[config.mk]
export PLATFORM = sky130hd
export DESIGN_NAME = rfir_tap
export DESIGN_NICKNAME = d
export VERILOG_FILES = /design/src/rtl/rfir_pkg.sv /design/src/rtl/rfir_modadd.sv /design/src/rtl/rfir_exp_table.sv /design/src/rtl/rfir_idx_mul.sv /design/src/rtl/rfir_tap.sv
export SDC_FILE = /design/constraint.sdc
export NUM_CORES = 1
export LEC_CHECK = 0
export ABC_CLOCK_PERIOD_IN_PS = 10700
export BUFFER_PORTS_ARGS = -buffer_cell sky130_fd_sc_hd__buf_4
export CAP_MARGIN = 15
export CORE_AREA = 8 8 45 47
export DETAILED_ROUTE_END_ITERATION = 10
export DIE_AREA = 0 0 53 55
export HOLD_SLACK_MARGIN = 0.12
export MAX_ROUTING_LAYER = met4
export PLACE_DENSITY = 0.7
export RECOVER_POWER = 25
export SLEW_MARGIN = 20
export SYNTH_ARGS = -nofsm -noshare
export SYNTH_HDL_FRONTEND = slang
export SYNTH_HIERARCHICAL = 1
export SYNTH_SLANG_ARGS = --single-unit
[constraint.sdc]
create_clock -name clk -period 10.7 [get_ports clk]
set_clock_uncertainty 0.05 [all_clocks]
set_input_delay 1.07 -clock clk [delete_from_list [all_inputs] [get_ports clk]]
set_output_delay 1.07 -clock clk [all_outputs]
set_load 0.1 [all_outputs]
[src/rtl/rfir_pkg.sv]
package rfir_pkg;

   // Bit width needed to hold values 0..n, never less than one.
   function automatic int f_width(input int n);
      int w;
      w = 1;
      while ((1 << w) <= n) w++;
      return w;
   endfunction

   // base^e mod m by repeated multiplication (elaboration only, small e).
   function automatic int f_pow_mod(input int base, input int e, input int m);
      int r;
      r = 1 % m;
      for (int i = 0; i < e; i++) r = (r * base) % m;
      return r;
   endfunction

   function automatic bit f_is_prime(input int n);
      if (n < 2) return 1'b0;
      for (int d = 2; d * d <= n; d++)
         if (n % d == 0) return 1'b0;
      return 1'b1;
   endfunction

   // q is primitive modulo prime m when no power below m-1 returns to 1.
   function automatic bit f_is_primitive(input int q, input int m);
      if (q % m == 0) return 1'b0;
      for (int k = 1; k < m - 1; k++)
         if (f_pow_mod(q % m, k, m) == 1) return 1'b0;
      return 1'b1;
   endfunction

endpackage

[src/rtl/rfir_modadd.sv]
// Adds two residues modulo MOD. Dual-adder form: a+b and a+b-MOD are
// formed together and the sign of the second picks the result.
module rfir_modadd
   import rfir_pkg::*;
#(
   parameter int MOD       = 5,
   parameter int W         = 3,
   parameter bit FOLD_POW2 = 1'b0
) (
   input  logic [W-1:0] a,
   input  logic [W-1:0] b,
   output logic [W-1:0] sum
);
   localparam bit IS_POW2 = (MOD == (1 << W));
   localparam bit USE_WRAP = FOLD_POW2 && IS_POW2;

   if (MOD < 2) begin : g_bad_mod
      $error("rfir_modadd: MOD must be at least 2");
   end
   if (MOD > (1 << W)) begin : g_bad_width
      $error("rfir_modadd: W too narrow for MOD");
   end

   if (USE_WRAP) begin : g_wrap
      // Modulus equals 2^W: dropping the carry is the reduction.
      assign sum = W'(a + b);
   end else begin : g_dual
      logic [W:0]   raw;
      logic [W+1:0] trial;
      logic         neg;
      assign raw   = {1'b0, a} + {1'b0, b};
      assign trial = {1'b0, raw} - (W+2)'(MOD);
      assign neg   = trial[W+1];
      assign sum   = W'(neg ? {1'b0, raw} : trial);
   end
endmodule

[src/rtl/rfir_exp_table.sv]
// Maps an index w to ROOT^w mod MOD. Contents are computed at elaboration.
module rfir_exp_table
   import rfir_pkg::*;
#(
   parameter int MOD  = 5,
   parameter int ROOT = 2,
   parameter int WI   = 2,
   parameter int WR   = 3
) (
   input  logic [WI-1:0] idx,
   output logic [WR-1:0] res
);
   localparam int DEPTH = 1 << WI;

   if (DEPTH < MOD - 1) begin : g_bad_depth
      $error("rfir_exp_table: WI too narrow for MOD-1 entries");
   end

   logic [WR-1:0] tbl [DEPTH];

   // Slots beyond MOD-2 are unreachable for legal indices; they hold 1
   // so the product path never yields 0 for a nonzero operand pair.
   for (genvar g = 0; g < DEPTH; g++) begin : g_entry
      localparam int VAL = (g < MOD - 1) ? f_pow_mod(ROOT, g, MOD) : 1;
      assign tbl[g] = WR'(VAL);
   end

   assign res = tbl[idx];
endmodule

[src/rtl/rfir_idx_mul.sv]
// Product of two residues given by index and zero flag.
module rfir_idx_mul
   import rfir_pkg::*;
#(
   parameter int MOD       = 5,
   parameter int ROOT      = 2,
   parameter int WI        = 2,
   parameter int WR        = 3,
   parameter bit FOLD_POW2 = 1'b0
) (
   input  logic [WI-1:0] a_idx,
   input  logic          a_zero,
   input  logic [WI-1:0] b_idx,
   input  logic          b_zero,
   output logic [WR-1:0] prod
);
   logic [WI-1:0] idx_sum;
   logic [WR-1:0] pow_res;

   rfir_modadd #(
      .MOD       (MOD - 1),
      .W         (WI),
      .FOLD_POW2 (FOLD_POW2)
   ) u_idx_add (
      .a   (a_idx),
      .b   (b_idx),
      .sum (idx_sum)
   );

   rfir_exp_table #(
      .MOD  (MOD),
      .ROOT (ROOT),
      .WI   (WI),
      .WR   (WR)
   ) u_exp (
      .idx (idx_sum),
      .res (pow_res)
   );

   // Zero has no index: bypass the log path.
   assign prod = (a_zero || b_zero) ? '0 : pow_res;
endmodule

[src/rtl/rfir_tap.sv]
module rfir_tap
   import rfir_pkg::*;
#(
   parameter int MODULUS   = 7,
   parameter int ROOT      = 3,
   parameter bit FOLD_POW2 = 1'b0,
   localparam int WR       = f_width(MODULUS - 1),
   localparam int WI       = f_width(MODULUS - 2)
) (
   input  logic          clk,
   input  logic          rst_n,
   input  logic          coef_load,
   input  logic [WI-1:0] coef_idx_in,
   input  logic          coef_zero_in,
   input  logic [WI-1:0] x_idx,
   input  logic          x_zero,
   input  logic [WR-1:0] s_in,
   output logic [WR-1:0] s_out
);
   if (MODULUS < 3 || !f_is_prime(MODULUS)) begin : g_bad_modulus
      $error("rfir_tap: MODULUS must be an odd prime");
   end
   if (!f_is_primitive(ROOT, MODULUS)) begin : g_bad_root
      $error("rfir_tap: ROOT is not a primitive root of MODULUS");
   end

   logic [WI-1:0] coef_idx_q;
   logic          coef_zero_q;
   logic [WR-1:0] prod;
   logic [WR-1:0] s_nxt;

   always_ff @(posedge clk or negedge rst_n) begin
      if (!rst_n) begin
         coef_idx_q  <= '0;
         coef_zero_q <= 1'b1;
      end else if (coef_load) begin
         coef_idx_q  <= coef_idx_in;
         coef_zero_q <= coef_zero_in;
      end
   end

   rfir_idx_mul #(
      .MOD       (MODULUS),
      .ROOT      (ROOT),
      .WI        (WI),
      .WR        (WR),
      .FOLD_POW2 (FOLD_POW2)
   ) u_mul (
      .a_idx  (coef_idx_q),
      .a_zero (coef_zero_q),
      .b_idx  (x_idx),
      .b_zero (x_zero),
      .prod   (prod)
   );

   rfir_modadd #(
      .MOD       (MODULUS),
      .W         (WR),
      .FOLD_POW2 (1'b0)
   ) u_acc (
      .a   (prod),
      .b   (s_in),
      .sum (s_nxt)
   );

   always_ff @(posedge clk or negedge rst_n) begin
      if (!rst_n) s_out <= '0;
      else        s_out <= s_nxt;
   end
endmodule

==> results of run 1 <==
-- registers in the layout, indices dropped and copies added (netlist names) --
signal	cells
coef_zero_q	1
s_out	3
coef_idx_q	3
-- power groups by stage --
stage | Combinational (mW) | Clock [mW] | Sequential [mW]
2_1_floorplan | 0.0323 | 0 | 0.0741
3_3_place_gp | 0.0892 | 0 | 0.0363
3_5_place_dp | 0.0903 | 0 | 0.0366
4_1_cts | 0.0904 | 0.0258 | 0.0363
5_1_grt | 0.0955 | 0.0264 | 0.0371
6_report | 0.0892 | 0.0245 | 0.0362
-- worst max-delay path, delay by kind of cell --
kind	cells	cell delay [ns]
multiplexers	1	0.35
AND/OR/NAND/NOR	2	0.28
buffers and inverters	4	0.35
AO/OA/AOI/OAI	3	0.74
XOR/XNOR	1	0.17
adder cells (fa/ha/maj)	5	1.51
-- routing by layer --
metal | share of wire [%] | GRT usage (%)
met1 | 39 | 7.764
met2 | 54 | 15.23
met3 | 7.0 | 2.941
met4 | 0 | 6.466
met5 | 0 | -
-- Yosys cell counts --
cell,number
inv_1,6
dfstp_2,1
nand3_1,1
dfrtp_1,6
fa_1,2
o21ai_0,2
mux2i_1,1
a21o_1,3
or2_0,1
a221oi_2,1
ha_1,7
a21oi_2,1
nor3b_1,4
a211oi_1,1
mux2_2,4
mux2_1,1
a21oi_1,2
nand3b_1,1
xnor2_1,3
nand2_1,1
nor2_1,2
-- layout by cell type, fill, tap and decap left out --
master    instances
a211oi_1          1
a21o_1            3
a21oi_1           2
a21oi_2           1
a221oi_2          1
buf_4            15
clkbuf_1          2
clkbuf_4          3
dfrtp_1           6
dfstp_2           1
fa_1              2
ha_1              7
inv_1             6
mux2_1            1
mux2_2            4
mux2i_1           1
nand2_1           1
nand3_1           1
nand3b_1          1
nor2_1            2
nor3b_1           4
o21ai_0           2
or2_0             1
xnor2_1           3
-- cell families after synthesis --
logic type	Yosys count	share of synthesized area, %
AO/OA/AOI/OAI	10	13.35
XOR/XNOR	3	4.752
adder cells (fa/ha/maj)	9	23.08
buffers and inverters	6	4.072
flip-flops	7	31.90
multiplexers	6	11.99
AND/OR/NAND/NOR	10	10.86
-- layout make-up --
cell class	instances	area (um2)	share of cell area, %
timing repair buffer	16	116.4	16.26
inverter	6	22.52	3.147
sequential	7	176.4	24.65
multi-input combinational	38	354.1	49.48
clock buffer	4	26.28	3.671
tap	16	20.02	2.797
-- stage by stage --
stage / util, % / total power [mW] / instance area, um2
2_1_floorplan: - / 0.1064 / 553.0
3_3_place_gp: 50.09 / 0.1255 / 693.2
3_5_place_dp: 50.09 / 0.1269 / 693.2
4_1_cts: 51.99 / 0.1525 / 719.4
5_1_grt: 51.72 / 0.1589 / 715.7
6_report: 51.72 / 0.1498 / 715.7
-- final timing paths --
kind / to / slack, ns / cells past startpoint
worst max-delay path: s_out[1]$_DFF_PN0_ / 6.33 / 16
worst min-delay path: coef_idx_q[0]$_DFFE_PN0P_ / 0.47 / 1
worst max register to register: s_out[1]$_DFF_PN0_ / 6.85 / 15
worst min register to register: coef_idx_q[0]$_DFFE_PN0P_ / 0.47 / 1
max in group asynchronous: coef_zero_q$_DFFE_PN1P_ / 9.65 / 1
min in group asynchronous: s_out[1]$_DFF_PN0_ / 0.65 / 1
==> flow_metrics.py, run 1 <==
metrics = {
    "logic_synthesis": {
        "syn_avg_cell_area_um2": 10.84,
        "syn_area_um2": 553.0,
        "syn_inst": 51,
        "synthTopCellsByArea": "dfrtp_1 (27%), ha_1 (16%), mux2_2 (8.1%), fa_1 (7.2%), nor3b_1 (5.4%)",
        "yosys_warnings": 6,
        "synth_nets": 74,
        "synth.largest_area_cell": "dfrtp_1",
        "synth-seq-cells": 7,
        "synth_top_area_share_pct": 27.15,
        "synth-seq-area-share_pct": 31.90,
        "synth_cell_types": 21,
    },
    "place": {
        "hpwlAfterDp_um": 964.6,
        "place_inst": 83,
        "io_buffer_count": 16,
        "dpl_worst_slack_ns": 6.060,
        "gp_congestion": 0.8163,
    },
    "routing": {
        "routed_via_density": 4.874,
        "drtIter0Drc": 0,
        "remaining_drc_errors": 0,
        "drt_wl_total_um": 1109,
        "dr.pass1.iters": 1,
        "ant_nets": 0,
        "vias": 424,
        "wl_per_cell_um": 12.75,
    },
    "worst_setup_path": {
        "reg2reg_from": "coef_idx_q[0]$_DFFE_PN0P_",
        "critPathMaxFanout": 4,
        "path_class": "input port to register",
        "worstPathArrival_ns": 4.46,
        "critPathMaxStageDelay_ns": 0.48,
        "cp.required_ns": 10.79,
        "timing.critical_path.from": "x_idx[0]",
        "critPathSlowestCell": "fa_1",
        "critPathLaunchType": "input port",
        "end_kind": "register",
        "crit_chain": "buf_4 > ha_1 > fa_1 > xnor2_1 > nand2_1 > o21ai_0 > inv_1 > a21oi_1 > nor3b_1 > ha_1 > inv_1 > fa_1 > inv_1 > ha_1 > a221oi_2 > mux2_1",
    },
    "final_layout": {
        "layout-drive-gt1-share_pct": 35.21,
        "fin_cells": 87,
        "nFillCells": 132,
        "fin_nets": 95,
        "syn_to_final_growth_pct": 29.41,
        "diodes": 0,
    },
    "run": {
        "max_cap_violations": 0,
    },
    "global_route": {
        "track_usage_pct": 8.740,
        "grt_pass1_wl_um": 1800,
        "grt_pass1_vias": 447,
        "grt_max_degree": 8,
        "grt_antenna_before_repair": 0,
        "overflow": 0,
    },
    "clock_network": {
        "post_cts_resized": 0,
        "cts_buffer_depth": 2,
        "cts_buffers": 3,
        "cts.htree.levels": 1,
        "path_clk_slew_ns": 0.05,
        "insertion_delay_ns": 0.25,
        "cts.sinks": 7,
        "holdBufCountCts": 0,
        "postCtsSetupRepairBufs": 0,
        "root_buffer": "clkbuf_4",
        "cts_tree": "yes",
    },
    "power_and_ir_drop": {
        "clkPwrFrac_pct": 16.3,
        "p_leak_nw": 0.3450,
        "switching_share_pct": 49.25,
        "ir_drop_mv": 0.1785,
        "power_frac_comb_pct": 59.5,
        "power_frac_seq_pct": 24.1,
        "power.density_nw_per_um2": 209.3,
        "p_switching_uw": 73.79,
        "intPower_uw": 76.02,
    },
    "sta": {
        "fin_ws_ns": 6.330,
        "fin_hold_ws_ns": 0.4651,
        "setup_tns_ns": 0,
        "rsz0062_at_grt": "no",
        "setup_viol": 0,
        "max_freq_mhz": 228.8,
        "period_minus_slack_ns": 4.370,
        "hold_viol": 0,
        "period_share_pct": 40.84,
        "slew_headroom_pct": 75.75,
        "slew_violations": 0,
        "worstMarginPinSlew_ns": 0.3536,
    },
    "die": {
        "row_count": 14,
        "start_util_pct": 39.96,
        "die_h_um": 55,
        "pin_count": 17,
        "core_um2": 1384,
        "dieArea_um2": 2915,
        "fp.dieW_um": 53,
    },
    "min_path": {
        "min-delay-path-class": "register to register",
        "min_from": "coef_idx_q[0]$_DFFE_PN0P_",
    },
    "outcome": {
        "status": "finished clean",
    },
}
(Power assumes the default switching activity.)
==> run 2, diff against run 1 <==
ABC_CLOCK_PERIOD_IN_PS = 3800   (was 10700)
PLACE_DENSITY = 0.72   (was 0.7)
clock period = 3.8 ns   (was 10.7 ns; I/O delays follow)
==> run 2 against run 1 <==
Power grew to 3.1 times the previous value; highest routed layer is now met4; via count rose by 14%; register-to-register slack worse by 6.7 ns; setup slack got worse by 6.1 ns; final cell count grew 8.0%; non-clock buffer count is 7 higher; final area increased by 15%; routed wire length increased by 19%; count of clock-buffer cells in the layout is the same; die area unchanged; sequential share of layout area down 3.2 points; largest power group unchanged.
==> flow_metrics.py, run 2 (synthesized netlist as in run 1, its figures left out) <==
metrics = {
    "outcome": {
        "status": "finished clean",
    },
    "clock_network": {
        "cts_tree": "yes",
        "cts_buffer_depth": 2,
        "cts.htree.levels": 1,
        "cts.sinks": 7,
        "path_clk_slew_ns": 0.06,
        "insertion_delay_ns": 0.26,
        "cts_buffers": 3,
        "root_buffer": "clkbuf_4",
    },
    "routing": {
        "remaining_drc_errors": 0,
        "drt_wl_total_um": 1321,
        "ant_nets": 0,
        "vias": 484,
        "routed_via_density": 5.149,
        "dr.pass1.iters": 4,
        "wl_per_cell_um": 14.05,
        "drtIter0Drc": 2,
    },
    "final_layout": {
        "fin_util_pct": 59.40,
        "final_cell_mix": "buf_4 (21), dfrtp_1 (6), inv_1 (6), ha_1 (5), mux2_2 (4)",
        "diodes": 0,
        "layout_commonest_cell": "buf_4",
        "syn_to_final_growth_pct": 48.64,
        "fin_nets": 102,
        "reg_top3": "coef_idx_q x3, s_out x3, coef_zero_q x1",
        "layout-drive-gt1-share_pct": 51.28,
    },
    "worst_setup_path": {
        "cp_top_family": "adder cells",
        "critPathLaunchType": "register",
        "cp.required_ns": 3.89,
        "critPathSlowestCell": "fa_2",
        "path_class": "register to register",
        "crit_buf_inv": 2,
        "crit_chain": "ha_2 > fa_2 > or2_0 > o21ai_2 > nor3b_1 > a21oi_1 > nor3b_2 > ha_2 > inv_1 > fa_1 > inv_1 > ha_1 > a221oi_2 > mux2_1",
        "critPathMaxStageDelay_ns": 0.57,
        "end_kind": "register",
        "critPathMaxFanout": 3,
        "worstPathArrival_ns": 3.69,
    },
    "die": {
        "row_count": 14,
        "core_um2": 1384,
        "fp.dieW_um": 53,
        "die_h_um": 55,
        "dieArea_um2": 2915,
        "start_util_pct": 39.96,
        "pin_count": 17,
    },
    "power_and_ir_drop": {
        "ir_drop_mv": 0.5955,
        "intPower_uw": 244.2,
        "power.density_nw_per_um2": 572.5,
        "p_switching_uw": 226.4,
        "switching_share_pct": 48.11,
        "power_frac_comb_pct": 63.3,
        "p_leak_nw": 0.3855,
        "power_frac_seq_pct": 21.7,
        "clkPwrFrac_pct": 15.0,
    },
    "sta": {
        "setup_tns_ns": 0,
        "slew_violations": 0,
        "worstMarginPinSlew_ns": 0.3958,
        "period_share_pct": 94.77,
        "slew_headroom_pct": 73.61,
        "setup_viol": 0,
        "hold_viol": 0,
        "fin_hold_ws_ns": 0.2958,
        "period_minus_slack_ns": 3.601,
        "max_freq_mhz": 277.7,
    },
    "global_route": {
        "overflow": 0,
        "track_usage_pct": 9.983,
        "grt_pass1_vias": 528,
        "grt_pass1_wl_um": 2083,
        "use_met2_pct": 17.19,
        "grtUsageMet1_pct": 8.992,
        "grt_max_degree": 8,
        "grt-busiest-layer": "met2",
        "met3_usage_pct": 5.080,
        "grt_antenna_before_repair": 0,
    },
    "place": {
        "hpwlAfterDp_um": 1011,
        "io_buffer_count": 16,
        "gp_congestion": 0.7549,
    },
    "run": {
        "max_cap_violations": 0,
    },
    "min_path": {
        "min-delay-path-class": "input port to register",
    },
}
[run 2: cell count changes in the layout (fill, tap and decap cells not counted), sizes merged]
cell / delta
buf: +6
dlygate4sd3: +1
[run 2: final timing paths]
kind	start	endpoint	slack [ns]	cells past startpoint
max reg2reg	coef_idx_q[0]$_DFFE_PN0P_	s_out[1]$_DFF_PN0_	0.20	14
max	coef_idx_q[0]$_DFFE_PN0P_	s_out[1]$_DFF_PN0_	0.20	14
max in group asynchronous	rst_n	coef_zero_q$_DFFE_PN1P_	2.88	2
min	coef_idx_in[1]	coef_idx_q[1]$_DFFE_PN0P_	0.30	2
min reg2reg	coef_idx_q[2]$_DFFE_PN0P_	coef_idx_q[2]$_DFFE_PN0P_	0.47	1
min in group asynchronous	rst_n	coef_idx_q[2]$_DFFE_PN0P_	0.50	2
[run 2: power by group through the flow]
stage	logic [mW]	clock network [mW]	registers (mW)
after floorplan	0.0909	0	0.209
final	0.298	0.0707	0.102
after global routing	0.319	0.0762	0.104
after global placement	0.267	0	0.103
after detailed placement	0.272	0	0.103
after CTS	0.274	0.0744	0.102
[run 2: area by class of cell]
| class | count | area, um2 |
|---|---|---|
| Clock buffer | 4 | 26.28 |
| Timing Repair Buffer | 23 | 171.4 |
| Multi-Input combinational cell | 38 | 405.4 |
| Fill cell | 130 | 561.8 |
| Tap cell | 16 | 20.02 |
| Sequential cell | 7 | 176.4 |
| Inverter | 6 | 22.52 |
[run 2: stage by stage]
stage	area [um2]	worst slack [ns]	power [mW]	std cells
2_1_floorplan	553.0	0.2177	0.2996	51
3_3_place_gp	730.7	0.05300	0.3697	88
3_5_place_dp	730.7	-0.1025	0.3743	88
4_1_cts	767.0	0.03854	0.4505	93
5_1_grt	822.0	-0.03112	0.4995	94
6_report	822.0	0.1986	0.4707	94
[run 2: repair_timing]
item,4_1_cts,5_1_grt
hold buffers,1,0
endpoints found under the hold margin,7,0
resized for setup,1,11
setup buffers,0,1
setup endpoints to repair,1,2
pin swaps,0,2
[run 2: metal layers]
metal	share of wire, %	routed length (um)	vias up
li1	-	-	235
met1	36	481	233
met2	55	732	13
met3	6.5	86	3
met4	1.5	20	0
met5	0	0	-
==> run 3, diff against run 2 <==
CORE_AREA = unset   (was 8 8 45 47)
CORE_MARGIN = 8   (was unset)
CORE_UTILIZATION = 31   (was unset)
DIE_AREA = unset   (was 0 0 53 55)
PLACE_DENSITY = 0.58   (was 0.72)
==> run 3 against run 2 <==
Routed wire length shrank 12%; critical path depth is the same; sequential share of layout area grew 0.20 points; largest cell class unchanged; largest power group unchanged.
==> flow_metrics.py, run 3 (synthesized netlist as in run 1, its figures left out) <==
metrics = {
    "die": {
        "start_util_pct": 32.38,
        "dieArea_um2": 3391,
        "row_count": 15,
        "pin_count": 17,
        "fp.dieW_um": 58.24,
        "die_h_um": 58.24,
        "core_um2": 1708,
    },
    "clock_network": {
        "cts_tree": "yes",
        "insertion_delay_ns": 0.25,
        "root_buffer": "clkbuf_4",
        "cts.sinks": 7,
        "cts.htree.levels": 1,
        "path_clk_slew_ns": 0.05,
        "cts_buffer_depth": 2,
        "cts_buffers": 3,
    },
    "worst_setup_path": {
        "crit_chain": "ha_2 > fa_2 > nand2_1 > mux2i_2 > nor3b_1 > a21oi_1 > nor3b_2 > ha_2 > inv_1 > fa_1 > inv_1 > ha_1 > a221oi_2 > mux2_1",
        "critPathMaxStageDelay_ns": 0.56,
        "regToRegSetupSlack_ns": 0.22,
        "r2r_cells": 14,
        "critPathLaunchType": "register",
        "end_kind": "register",
        "worstPathArrival_ns": 3.65,
        "critPathSlowestCell": "fa_2",
        "path_class": "register to register",
        "cp.required_ns": 3.87,
        "r2r_end": "s_out[1]$_DFF_PN0_",
        "reg2reg_from": "coef_idx_q[0]$_DFFE_PN0P_",
        "cp_top_family": "adder cells",
        "timing.critical_path.from": "coef_idx_q[0]$_DFFE_PN0P_",
        "crit_buf_inv": 2,
        "critPathMaxFanout": 3,
    },
    "final_layout": {
        "reg_top3": "coef_idx_q x3, s_out x3, coef_zero_q x1",
        "final_cell_mix": "buf_4 (21), dfrtp_1 (6), inv_1 (6), ha_1 (5), mux2_2 (4)",
        "fin_nets": 102,
        "syn_to_final_growth_pct": 47.29,
        "fin_cells": 103,
        "diodes": 0,
        "nFillCells": 159,
        "layout-drive-gt1-share_pct": 50.00,
        "fin_util_pct": 47.69,
        "layout_commonest_cell": "buf_4",
        "finish.instance_area_um2": 814.5,
    },
    "place": {
        "io_buffer_count": 16,
        "hpwlAfterDp_um": 944.8,
        "placed_area_um2": 742.0,
        "place_inst": 97,
        "gp_congestion": 0.7519,
    },
    "min_path": {
        "min-delay-path-class": "input port to register",
        "hold_end": "coef_idx_q[2]$_DFFE_PN0P_",
        "min_path_cells": 2,
        "min_from": "coef_idx_in[2]",
    },
    "power_and_ir_drop": {
        "power.density_nw_per_um2": 553.9,
        "p_leak_nw": 0.3825,
        "ir_drop_mv": 0.4331,
        "finalPower_uw": 451.2,
    },
    "global_route": {
        "track_usage_pct": 8.071,
        "overflow": 0,
        "grt_pass1_vias": 505,
        "grt_antenna_before_repair": 0,
        "grt_max_degree": 8,
        "grt_pass1_wl_um": 2042,
    },
    "routing": {
        "dr.pass1.iters": 2,
        "vias": 449,
        "wl_per_cell_um": 11.27,
        "drt_wl_total_um": 1161,
        "drtIter0Drc": 5,
        "remaining_drc_errors": 0,
        "ant_nets": 0,
        "routed_via_density": 4.359,
    },
    "run": {
        "max_cap_violations": 0,
    },
    "sta": {
        "slew_headroom_pct": 76.01,
        "fin_hold_ws_ns": 0.3175,
        "rsz0062_at_grt": "no",
        "period_minus_slack_ns": 3.583,
        "setup_viol": 0,
        "period_share_pct": 94.28,
        "worstMarginPinSlew_ns": 0.3598,
        "max_freq_mhz": 279.1,
        "hold_viol": 0,
        "slew_violations": 0,
    },
    "outcome": {
        "status": "finished clean",
    },
}
## run 3: final cells by class
class	count	area (um2)	area share (%)
inverter	6	22.52	2.765
tap	25	31.28	3.840
timing repair buffer	23	171.4	21.04
sequential	7	176.4	21.66
clock buffer	4	26.28	3.226
multi-input combinational	38	386.6	47.47
## run 3: worst max path at each step
stage                               to  slack [ns]  cells past startpoint
finish              s_out[1]$_DFF_PN0_        0.22                     14
global route        s_out[1]$_DFF_PN0_        0.01                     14
CTS                 s_out[1]$_DFF_PN0_        0.03                     15
detailed placement  s_out[1]$_DFF_PN0_       -0.10                     16
global placement    s_out[1]$_DFF_PN0_      -0.003                     16
floorplan           s_out[1]$_DFF_PN0_        0.22                     15
## run 3: routing by layer
layer	vias up	share of wire, %	GRT usage [%]
met5	-	0	-
met4	0	0	3.147
met3	0	4.8	3.974
met2	8	52	13.22
met1	208	43	8.112
li1	233	-	-
## run 3: per-stage QoR
stage | setup TNS, ns | setup slack [ns]
after floorplan | 0 | 0.2177
after global placement | -0.002871 | -0.002871
after detailed placement | -0.1049 | -0.1049
after CTS | 0 | 0.03373
after global routing | 0 | 0.01491
final | 0 | 0.2173
## run 3: what timing repair did
action,CTS,global route
setup buffers,0,1
gates cloned,0,0
hold buffers,1,0
pin swaps,0,2
endpoints found under the setup margin,1,2
gates resized for setup,1,8
hold endpoints to repair,7,0
## run 3: power by group
group / switching, mW / internal, mW / leakage [nW]
Clock: 0.0250 / 0.0399 / 0.0150
Combinational: 0.181 / 0.103 / 0.286
Sequential: 0.00828 / 0.0941 / 0.0811
